==> src/rtl/hm_pkg.sv <==
package hm_pkg;
  localparam int          TEMP_W        = 16;
  localparam logic [15:0] RESET_TEMP    = 16'h0143;
  localparam logic [15:0] RESET_THR     = 16'h014D;
  localparam logic [2:0]  EVT_CLASS_HLT = 3'd1;
  localparam logic [7:0]  EVT_INFO_THR  = 8'h01;
  localparam logic [7:0]  PAGE_ID_HLT   = 8'h02;
  localparam int          CW_TEMP_BIT   = 1;
endpackage

==> src/rtl/hm_modcount.sv <==
module hm_modcount #(
  parameter int MOD = 60
) (
  input  logic clk,
  input  logic rst_n,
  input  logic inc,
  output logic carry
);
  localparam int W = (MOD > 1) ? $clog2(MOD) : 1;

  generate
    if (MOD <= 1) begin : g_pass
      assign carry = inc;
    end else begin : g_cnt
      logic [W-1:0] cnt_q;
      localparam logic [W-1:0] LAST = W'(MOD - 1);
      assign carry = inc && (cnt_q == LAST);
      always_ff @(posedge clk) begin
        if (!rst_n)        cnt_q <= '0;
        else if (carry)    cnt_q <= '0;
        else if (inc)      cnt_q <= cnt_q + W'(1);
      end
    end
  endgenerate
endmodule

==> src/rtl/hm_uptime.sv <==
module hm_uptime #(
  parameter int MS_PER_SEC   = 1000,
  parameter int SEC_PER_MIN  = 60,
  parameter int MIN_PER_HOUR = 60,
  parameter int HOURS_W      = 32
) (
  input  logic               clk,
  input  logic               rst_n,
  input  logic               ms_tick,
  output logic [HOURS_W-1:0] hours
);
  localparam int NSTAGE = 3;
  localparam int MODS [NSTAGE] = '{MS_PER_SEC, SEC_PER_MIN, MIN_PER_HOUR};
  localparam logic [HOURS_W-1:0] HMAX = '1;

  logic [NSTAGE:0] carry;
  assign carry[0] = ms_tick;

  for (genvar s = 0; s < NSTAGE; s++) begin : g_stage
    hm_modcount #(.MOD(MODS[s])) u_div (
      .clk   (clk),
      .rst_n (rst_n),
      .inc   (carry[s]),
      .carry (carry[s+1])
    );
  end

  logic [HOURS_W-1:0] hours_q;
  always_ff @(posedge clk) begin
    if (!rst_n)                              hours_q <= '0;
    else if (carry[NSTAGE] && hours_q != HMAX) hours_q <= hours_q + HOURS_W'(1);
  end
  assign hours = hours_q;
endmodule

==> src/rtl/hm_limit_reg.sv <==
module hm_limit_reg
  import hm_pkg::*;
(
  input  logic              clk,
  input  logic              rst_n,
  input  logic              temp_valid,
  input  logic [TEMP_W-1:0] temp_data,
  input  logic              thr_wr_valid,
  input  logic [TEMP_W-1:0] thr_wr_data,
  output logic [TEMP_W-1:0] temp_q,
  output logic [TEMP_W-1:0] thr_q,
  output logic              evt_q
);
  logic [TEMP_W-1:0] temp_nx;
  assign temp_nx = temp_valid ? temp_data : temp_q;

  always_ff @(posedge clk) begin
    if (!rst_n) begin
      temp_q <= RESET_TEMP;
      thr_q  <= RESET_THR;
      evt_q  <= 1'b0;
    end else begin
      temp_q <= temp_nx;
      if (thr_wr_valid) thr_q <= thr_wr_data;
      evt_q  <= thr_wr_valid && (thr_wr_data <= temp_nx);
    end
  end
endmodule

==> src/rtl/hm_page_fmt.sv <==
module hm_page_fmt
  import hm_pkg::*;
(
  input  logic [TEMP_W-1:0] temp_q,
  input  logic [TEMP_W-1:0] thr_q,
  input  logic              evt_q,
  output logic [7:0]        crit_warn,
  output logic [7:0]        temp_lo,
  output logic [7:0]        temp_hi,
  output logic [2:0]        evt_type,
  output logic [7:0]        evt_info,
  output logic [7:0]        evt_log_id
);
  always_comb begin
    crit_warn              = 8'h00;
    crit_warn[CW_TEMP_BIT] = (thr_q <= temp_q);
    temp_lo                = temp_q[7:0];
    temp_hi                = temp_q[15:8];
    evt_type               = evt_q ? EVT_CLASS_HLT : 3'd0;
    evt_info               = evt_q ? EVT_INFO_THR  : 8'h00;
    evt_log_id             = evt_q ? PAGE_ID_HLT   : 8'h00;
  end
endmodule

==> src/rtl/hm_health_temp_mon.sv <==
module hm_health_temp_mon
  import hm_pkg::*;
#(
  parameter int MS_PER_SEC   = 1000,
  parameter int SEC_PER_MIN  = 60,
  parameter int MIN_PER_HOUR = 60,
  parameter int HOURS_W      = 32
) (
  input  logic               clk,
  input  logic               rst_n,
  input  logic               temp_valid,
  input  logic [15:0]        temp_data,
  input  logic               thr_wr_valid,
  output logic               thr_wr_ready,
  input  logic [15:0]        thr_wr_data,
  output logic [15:0]        thr_rd_data,
  input  logic               ms_tick,
  output logic               evt_valid,
  output logic [2:0]         evt_type,
  output logic [7:0]         evt_info,
  output logic [7:0]         evt_log_id,
  output logic [7:0]         crit_warn,
  output logic [7:0]         temp_lo,
  output logic [7:0]         temp_hi,
  output logic [HOURS_W-1:0] poh_hours
);
  logic [TEMP_W-1:0] temp_q, thr_q;
  logic              evt_q;

  assign thr_wr_ready = 1'b1;

  hm_limit_reg u_limit (
    .clk          (clk),
    .rst_n        (rst_n),
    .temp_valid   (temp_valid),
    .temp_data    (temp_data),
    .thr_wr_valid (thr_wr_valid),
    .thr_wr_data  (thr_wr_data),
    .temp_q       (temp_q),
    .thr_q        (thr_q),
    .evt_q        (evt_q)
  );

  hm_page_fmt u_fmt (
    .temp_q     (temp_q),
    .thr_q      (thr_q),
    .evt_q      (evt_q),
    .crit_warn  (crit_warn),
    .temp_lo    (temp_lo),
    .temp_hi    (temp_hi),
    .evt_type   (evt_type),
    .evt_info   (evt_info),
    .evt_log_id (evt_log_id)
  );

  hm_uptime #(
    .MS_PER_SEC   (MS_PER_SEC),
    .SEC_PER_MIN  (SEC_PER_MIN),
    .MIN_PER_HOUR (MIN_PER_HOUR),
    .HOURS_W      (HOURS_W)
  ) u_uptime (
    .clk     (clk),
    .rst_n   (rst_n),
    .ms_tick (ms_tick),
    .hours   (poh_hours)
  );

  assign thr_rd_data = thr_q;
  assign evt_valid   = evt_q;
endmodule

==> config.mk <==
export PLATFORM = sky130hd
export DESIGN_NAME = hm_health_temp_mon
export DESIGN_NICKNAME = d
export VERILOG_FILES = /design/src/rtl/hm_pkg.sv /design/src/rtl/hm_modcount.sv /design/src/rtl/hm_uptime.sv /design/src/rtl/hm_limit_reg.sv /design/src/rtl/hm_page_fmt.sv /design/src/rtl/hm_health_temp_mon.sv
export SDC_FILE = /design/constraint.sdc
export NUM_CORES = 1
export LEC_CHECK = 0
export ABC_CLOCK_PERIOD_IN_PS = 3000
export BUFFER_PORTS_ARGS = -buffer_cell sky130_fd_sc_hd__buf_4
export CORE_UTILIZATION = 50
export CTS_CLUSTER_DIAMETER = 50
export DETAILED_ROUTE_END_ITERATION = 6
export GPL_ROUTABILITY_DRIVEN = 0
export PLACE_DENSITY_LB_ADDON = 0.1
export RECOVER_POWER = 25
export SYNTH_ARGS = -nofsm -noshare
export SYNTH_HDL_FRONTEND = slang
export SYNTH_SLANG_ARGS = --single-unit
export TNS_END_PERCENT = 20
==> constraint.sdc <==
create_clock -name clk -period 3 [get_ports clk]
set_clock_uncertainty 0.2 [all_clocks]
set_input_delay 0.3 -clock clk [delete_from_list [all_inputs] [get_ports clk]]
set_output_delay 0.3 -clock clk [all_outputs]
set_load 0.01 [all_outputs]
* Word-level counts from Yosys, hierarchy flattened *
Cells that the tools add are included.

operators by class
  add/sub/neg operators = 4
  order comparisons = 2
  equal/unequal tests = 4
  mux-type cells = 4
  bitwise gates (word level) = 1
  reduce and logical (&&, ||, !) cells = 8

operators with widths
  cell                                           number
  adder 32 x 1 -> 32 bit, second input constant  1
  <= comparator 16 bit                           2
  != test 32 bit, second input constant          1
  2-to-1 mux 16 bit                              1
  adder 6 x 1 -> 6 bit, second input constant    2
  equality test 6 bit, second input constant     2
  adder 10 x 1 -> 10 bit, second input constant  1
  equality test 10 bit, second input constant    1
  OR reduction 2 bit                             3
  logical AND 1 bit                              5
  2-to-1 mux 1 bit                               2
  2-to-1 mux 2 bit                               1
  inverter 1 bit                                 1

storage, ports and cells
  bits in registers = 87
  input port bits = 37
  output and inout port bits = 93
  logic and storage cells = 30

* Longest topological paths before layout *
Gate-level depths: netlist (run 1).

  word-level depth = 5
  gate-level depth with buffers = 9
  mapped depth without buffers = 7

* Modules after synthesis *
From an unflattened synthesis (run 1), not the netlist that was laid out.

second synthesis, totals
  cells, all modules = 564
  area, all modules = 5017.3 um2

by module, submodules not included
  module                                        instances  cells each  area each (um2)  sequential area each (um2)
  hm_uptime                                     1          200         1704.1           640.6
  hm_limit_reg                                  1          147         1519.0           660.6
  hm_page_fmt                                   1          99          729.4            0.0
  hm_modcount at u_uptime.g_stage[1].u_div ...  2          29          272.8            120.1
  hm_modcount at u_uptime.g_stage[0].u_div      1          58          508.0            200.2
  hm_health_temp_mon                            1          2           11.3             0.0

* Least setup slack after synthesis (run 1) *
No wires, ideal clock.

  kind = input to register
  start point = in temp_valid
  end point = reg u_limit.evt_q
  setup time = 91 ps
  arrival = 2436 ps
  required time = 2709 ps
  path slack = 273 ps
  stages on the path = 9
  path buffers = 2
  path through = clkbuf_1 > buf_1 > mux2i_1 > ha_1 > nor2b_1 > o211ai_1 > a21oi_1 > a211o_1 > a311oi_1

on the way
  longest elaborated chain between the ends = 3

ends and longest elaborated chain
  what                    line                      text
  start: declaration      hm_health_temp_mon.sv:11  input logic temp_valid,
  2-to-1 mux 16 bit       hm_limit_reg.sv:15        assign temp_nx = temp_valid ? temp_data : temp_q;
  <= comparator 16 bit    hm_limit_reg.sv:25        evt_q <= thr_wr_valid && (thr_wr_data <= temp_nx);
  logical AND 1 bit       hm_limit_reg.sv:25
  end signal: assignment  hm_limit_reg.sv:25
  end: declaration        hm_limit_reg.sv:12        output logic evt_q

No other way between the ends.
A chain may end at the register's enable or synchronous reset.

* Worst setup path after layout (run 1) *
  start point = reg u_uptime.g_stage[2].u_div.g_cnt.cnt_q[0]
  end point = reg u_uptime.hours_q[18], in the netlist u_uptime.hours[18]

on the way
  longest elaborated chain between the ends = 3

ends and longest elaborated chain
  what                      line               text
  start: declaration        hm_modcount.sv:15  logic [W-1:0] cnt_q;
  start signal: assignment  hm_modcount.sv:21  else if (inc) cnt_q <= cnt_q + W'(1);
  equality test 6 bit       hm_modcount.sv:17  assign carry = inc && (cnt_q == LAST);
  logical AND 1 bit         hm_modcount.sv:17
  logical AND 1 bit         hm_uptime.sv:31    else if (carry[NSTAGE] && hours_q != HMAX) hours_q <= hours_q + HOURS_W'(1);
  end signal: assignment    hm_uptime.sv:31
  end: declaration          hm_uptime.sv:28    logic [HOURS_W-1:0] hours_q;

No other way between the ends.

==> reports/metrics.cfg, run 1 <==
[run_status]
outcome = finished, violations left
violations = capacitance limit, slew limit

[logic_synthesis]
synth-seq-cells = 87
ys_warn_count = 0
ys_seq_area_frac = 0.364
syn_avg_cell_area_um2 = 8.63
syn-cell-area_um2 = 4780
synth_cell_types = 48
netlist_instances = 554

[critical_path]
cp-end-kind = flip-flop
rr_worst_depth = 6
crit_required_ns = 3.06
r2r_setup_slack_ns = 0.25
worstReg2RegStart = u_uptime.g_stage[2].u_div.g_cnt.cnt_q[0]$_SDFFE_PP0P_
path_cells = ha_1 -> inv_1 -> nor4_2 -> nand2_1 -> or4_1 -> a21oi_1
cp-start-kind = flip-flop
worst_path_max_delay_cell = or4_1
critPathArrivalTime_ns = 2.81
cp_max_fo = 21
crit_type = flip-flop to flip-flop
slowest_delay_ns = 0.63
rr_endpoint = u_uptime.hours[18]$_SDFFE_PN0P_

[sta]
finalSetupViolCount = 0
clock.fmax_ghz = 0.363
maxSlewHeadroom = -0.114
fin_setup_tns_ns = 0
final.min_clock_period_ns = 2.75
fin_crit_sh = 0.918
maxSlewViolCount = 51
fin_ws_ns = 0.246
worstMarginPinSlew_ns = 1.67
rsz0062_at_grt = no
hold_violations = 0

[place]
placed_area_um2 = 5560
dp.cells = 765
port-buffer-count = 105
dp_slack_ns = 0.290
hpwl_um = 8260

[floorplanning]
design.core.area_um2 = 9240
die_width_um = 99.8
io_pins = 130
start_util = 0.517
fp.dieH_um = 99.8
die-area_um2 = 9950
rows = 35

[cts]
cts_tree = built
post_cts_buffers = 0
clk_pin_slew_ns = 0.09
htreeDepth = 3
holdBufCountCts = 16
worstSkewPairLatency_ns = 0.35
cts_buffers = 9
ctsResizeCount = 0
cts.sinks = 87
clockBufferDepth = 2
root_buffer = clkbuf_8

[grt]
grt-ovfl-total = 0
antenna_found_initial = 0
grt_pass1_wl_um = 18200
track_usage = 0.226
grt_max_degree = 51
first_global_vias = 3941

[layout]
finalNonFillerCells = 795
fin_area_um2 = 5790
n_antenna_cell = 0
mostFrequentLayoutCell = dfxtp_1
final_cell_mix = 87 x dfxtp_1, 74 x buf_4, 52 x nor2_1
layout-drive-gt1-share = 0.147
fin_nets = 736
syn_to_final_growth_pct = 21.2

[routing]
first_iter_violations = 200
wl_um = 11400
dr_total_vias = 4275
ant_nets = 0
vias_per_cell = 5.38
route.detailed.drc = 0
avgRoutedWirePerCell_um = 14.3
dr.pass1.iters = 4

[hold_path]
hold_start = temp_data[1]
worstHoldEndpoint = u_limit.temp_q[1]$_SDFF_PN1_
hp-class = input port to flip-flop
holdPathStages = 3

[job]
drv_cap = 1

[power_and_ir_drop]
power.density_nw_per_um2 = 415
leakagePower_nw = 2.36
ir_drop_uv = 233
finalPower_w = 0.00240

power breakdown:
group	switching [W]	internal, W	leakage [nW]	total, W
Clock	0.000409	0.000459	0.0982	0.000868
Combinational	0.000176	0.000149	1.56	0.000325
Sequential	0.0000243	0.00118	0.708	0.00121
Total	0.000609	0.00179	2.36	0.00240
sequential cells by signal, summed over array words and instances (netlist names):
signal and count:
u_limit.thr_q 16, u_limit.temp_q 16, u_uptime.hours 32, u_limit.evt_q 1, u_uptime.g_stage.u_div.g_cnt.cnt_q 22
per-stage QoR:
step | hold WS [ns] | util
after floorplan | 0.229 | -
after global placement | 0.269 | 0.602
after detailed placement | 0.277 | 0.602
after CTS | 0.000876 | 0.641
after global routing | 0.0119 | 0.627
final | 0.00443 | 0.627
cell families (layout without fill, tap and decap cells):
group                      after synthesis  count (layout)  share of synthesized area
AOI/OAI and AO/OA                       83              83                      0.109
xor gates and xnor gates                18              18                     0.0330
other                                    2              24                    0.00157
DFF                                     87              87                      0.364
muxes                                   39              39                     0.0819
and+or+nand+nor                        214             214                      0.236
buffers and inverters                   75             165                     0.0804
adders and majority gates               36              36                     0.0942
cell type report:
type,count,area [um2]
fill,846,3450
multi-input combinational,414,2740
sequential,87,1740
timing repair buffer,126,858
tap,129,161
clock buffer,10,128
inverter,25,93.8
clock inverter,4,72.6
Yosys cell counts (all sizes together):
master / count / area (um2)
xor2: 13 / 114
nor2b: 3 / 18.8
or2: 3 / 18.8
or4: 17 / 128
clkbuf: 20 / 75.1
nand3: 20 / 105
xnor2: 5 / 43.8
o311ai: 2 / 17.5
nand2: 45 / 169
nand4: 24 / 150
o21a: 1 / 7.51
a21boi: 1 / 7.51
o311a: 1 / 10.0
buf: 30 / 215
nor2: 52 / 195
mux2: 1 / 11.3
mux2i: 38 / 380
nand3b: 1 / 7.51
and4: 2 / 17.5
nor3: 8 / 40.0
or3: 11 / 68.8
ha: 36 / 450
and3: 7 / 43.8
a311oi: 1 / 8.76
nor4: 10 / 83.8
a22o: 1 / 8.76
a21oi: 37 / 185
inv: 25 / 93.8
nand4b: 2 / 17.5
a21o: 5 / 37.5
o41ai: 1 / 8.76
nor4b: 1 / 8.76
a211oi: 1 / 7.51
conb: 2 / 7.51
nand2b: 6 / 37.5
o21ai: 9 / 45.0
o31ai: 18 / 135
o211ai: 3 / 22.5
o31a: 1 / 8.76
dfxtp: 87 / 1740
a211o: 1 / 8.76
or3b: 2 / 17.5
how the worst max path moves through the flow:
stage | from | to | slack (ns) | depth (start not counted)
finish | u_uptime.g_stage[2].u_div.g_cnt.cnt_q[0]$_SDFFE_PP0P_ | u_uptime.hours[18]$_SDFFE_PN0P_ | 0.25 | 6
detailed placement | u_uptime.g_stage[2].u_div.g_cnt.cnt_q[0]$_SDFFE_PP0P_ | u_uptime.hours[4]$_SDFFE_PN0P_ | 0.29 | 6
global placement | u_uptime.g_stage[2].u_div.g_cnt.cnt_q[0]$_SDFFE_PP0P_ | u_uptime.hours[18]$_SDFFE_PN0P_ | 0.38 | 6
CTS | u_uptime.g_stage[2].u_div.g_cnt.cnt_q[0]$_SDFFE_PP0P_ | u_uptime.hours[4]$_SDFFE_PN0P_ | 0.27 | 6
floorplan | temp_valid | u_limit.evt_q$_SDFF_PN0_ | 0.27 | 9
global route | u_uptime.g_stage[2].u_div.g_cnt.cnt_q[0]$_SDFFE_PP0P_ | u_uptime.hours[3]$_SDFFE_PN0P_ | 0.06 | 6
worst max-delay path: cells and delay by family (launching register included):
kind	cells	cell delay [ns]
AOI/OAI and AO/OA	1	0.15
adders and majority gates	1	0.22
buffers and inverters	1	0.07
DFF	1	0.38
and+or+nand+nor	3	1.64
layer usage:
metal | global-route usage | vias up | share of wire
met2 | 0.403 | 118 | 0.48
li1 | - | 2167 | -
met1 | 0.275 | 1975 | 0.46
met4 | 0.0713 | 0 | 0.017
met5 | 0 | - | 0
met3 | 0.0418 | 15 | 0.045
(Power assumes the default switching activity.)
==> run 2: changes to the inputs <==
--- a/config.mk
+++ b/config.mk
@@ -11,6 +11,7 @@
 export CTS_CLUSTER_DIAMETER = 50
 export DETAILED_ROUTE_END_ITERATION = 6
 export GPL_ROUTABILITY_DRIVEN = 0
+export GPL_TIMING_DRIVEN = 0
 export PLACE_DENSITY_LB_ADDON = 0.1
 export RECOVER_POWER = 25
 export SYNTH_ARGS = -nofsm -noshare
==> run 2 against run 1 <==
The flow now finishes without violations. Total power rose by 0.96%. Die area stayed put. Global-route usage increased by 1.3 points. Final area increased by 4.0%. Sequential power barely moved. Via count is 2.5% higher. Combinational power increased by 9.8%. Worst setup slack improved by 0.050 ns. Clock power shrank 1%. Clock-buffer cell count shrank 1. Hold slack improved by 0.0013 ns. Sequential cell count is the same.
==> reports/metrics.cfg, run 2 (synthesized netlist as in run 1, its figures left out) <==
[run_status]
outcome = finished clean

[power_and_ir_drop]
leakagePower_nw = 2.55  ; +7.9%
power.density_nw_per_um2 = 402  ; -2.9%
ir_drop_uv = 235  ; +0.85%

[place]
port-buffer-count = 102  ; -2.9%
placed_area_um2 = 5790  ; +4.1%
hpwl_um = 8910  ; +7.9%
dp.cells = 807  ; +5.5%

[floorplanning]
die-area_um2 = 9950  ; unchanged
design.core.area_um2 = 9240  ; unchanged
rows = 35  ; unchanged
fp.dieH_um = 99.8  ; unchanged
start_util = 0.517  ; unchanged
die_width_um = 99.8  ; unchanged
io_pins = 130  ; unchanged

[grt]
antenna_found_initial = 0  ; unchanged
first_global_vias = 4169  ; +5.8%
grt_max_degree = 14  ; -73%
grt_pass1_wl_um = 19200  ; +5.5%
grt-ovfl-total = 0  ; unchanged
track_usage = 0.239  ; +0.0131

[critical_path]
cp_top_family = simple AND/OR/NAND/NOR gates
worst_path_max_delay_cell = nor4_4
crit_cells = 8  ; +2
cp-end-kind = flip-flop
critPathArrivalTime_ns = 2.73  ; -0.08 ns
crit_buf_inv = 2  ; +1
crit_path_frequent_cell = clkbuf_1
rr_worst_depth = 8  ; +2
crit_type = flip-flop to flip-flop
path_cells = ha_1 -> nand3_2 -> nor4_4 -> nand4_1 -> clkbuf_1 -> clkbuf_1 -> o31ai_1 -> a21oi_1
slowest_delay_ns = 0.47  ; -0.16 ns
cp_max_fo = 10  ; -52%
crit_required_ns = 3.02  ; -0.04 ns
cp-start-kind = flip-flop

[routing]
vias_per_cell = 5.27  ; -2.0%
wl_um = 11800  ; +3.7%
dr_total_vias = 4383  ; +2.5%
ant_nets = 0  ; unchanged
first_iter_violations = 109  ; -46%
dr.pass1.iters = 4  ; unchanged
avgRoutedWirePerCell_um = 14.2  ; -0.95%
route.detailed.drc = 0  ; unchanged

[layout]
fin_nets = 773  ; +5.0%
n_antenna_cell = 0  ; unchanged
syn_to_final_growth_pct = 26.0
fin_area_um2 = 6020  ; +4.0%
final_cell_mix = 105 x buf_4, 87 x dfxtp_1, 52 x nor2_1
finalNonFillerCells = 832  ; +4.7%
utilization = 0.652  ; +0.0252
layout-drive-gt1-share = 0.188  ; +0.0406
mostFrequentLayoutCell = buf_4
largest_reg_flops = 32  ; unchanged

[sta]
maxSlewHeadroom = 0.544  ; +0.658
fin_crit_sh = 0.901  ; -0.0167
fin_setup_tns_ns = 0  ; unchanged
finalSetupViolCount = 0  ; unchanged
rsz0062_at_grt = no
worstMarginPinSlew_ns = 0.684  ; -0.986 ns
clock.fmax_ghz = 0.370  ; +1.9%
final.min_clock_period_ns = 2.70  ; -0.0502 ns
hold_violations = 0  ; unchanged
maxSlewViolCount = 0  ; -100%

[cts]
cts_buffers = 9  ; unchanged
cts.sinks = 87  ; unchanged
clockBufferDepth = 2  ; unchanged
clk_pin_slew_ns = 0.08  ; about the same
cts_tree = built
htreeDepth = 3  ; unchanged
root_buffer = clkbuf_8
worstSkewPairLatency_ns = 0.35  ; about the same

[job]
drv_cap = 0  ; -1

[hold_path]
holdPathStages = 3  ; unchanged
hp-class = input port to flip-flop

-- run 2: cell count changes in the layout (fill, tap and decap cells not counted), sizes merged --
| cell | change |
|---|---|
| clkbuf | +8 |
| clkinvlp | -1 |
| clkinv | +2 |
| buf | +33 |
| dlygate4sd3 | -5 |
-- run 2: cell type report --
type,instances,area [um2]
clock inverters,5,75.1
well taps,129,161
fillers,836,3220
plain buffers,50,293
multi-input cells,414,2750
clock buffers,9,124
repair buffers,113,786
flip-flops and latches,87,1740
inverters,25,93.8
-- run 2: power by group --
part | switching, W | total (W) | internal [W] | leakage, nW
clock network | 0.000403 | 0.000859 | 0.000456 | 0.105
registers | 0.0000239 | 0.00121 | 0.00118 | 0.708
logic | 0.000183 | 0.000357 | 0.000174 | 1.74
-- run 2: stage by stage --
stage	total power (W)	worst slack, ns	hold WS, ns
2_1_floorplan	0.00145	0.273	0.229
3_3_place_gp	0.00159	-0.157	0.273
3_5_place_dp	0.00159	-0.211	0.281
4_1_cts	0.00245	0.139	0.0000541
5_1_grt	0.00253	0.00752	0.00284
6_report	0.00242	0.296	0.00569
-- run 2: path summary, 6_finish.rpt --
path / from / end / slack [ns]
worst max-delay path: u_uptime.g_stage[0].u_div.g_cnt.cnt_q[0]$_SDFFE_PP0P_ / u_uptime.hours[13]$_SDFFE_PN0P_ / 0.30
worst min-delay path: thr_wr_data[11] / u_limit.thr_q[11]$_SDFFE_PN0P_ / 0.006
worst max register to register: u_uptime.g_stage[0].u_div.g_cnt.cnt_q[0]$_SDFFE_PP0P_ / u_uptime.hours[13]$_SDFFE_PN0P_ / 0.30
worst min register to register: u_uptime.hours[27]$_SDFFE_PN0P_ / u_uptime.hours[27]$_SDFFE_PN0P_ / 0.29
-- run 2: metal layers --
layer | vias to the layer above | routed length [um] | track usage
met5 | - | 0 | 0
met4 | 0 | 145 | 0.0814
met3 | 13 | 713 | 0.0369
met2 | 136 | 5890 | 0.433
met1 | 2003 | 5070 | 0.287
li1 | 2231 | - | -
-- run 2: worst min-delay path, cell delays in order --
cell	delay (ns)
buf_4	0.09
mux2i_1	0.06
nor2_1	0.07
-- run 2: repair_timing --
action,4_1_cts,5_1_grt
hold endpoints to repair,8,3
gates resized for setup,0,6
endpoints found under the setup margin,0,14
setup buffers,0,0
hold buffers,8,3
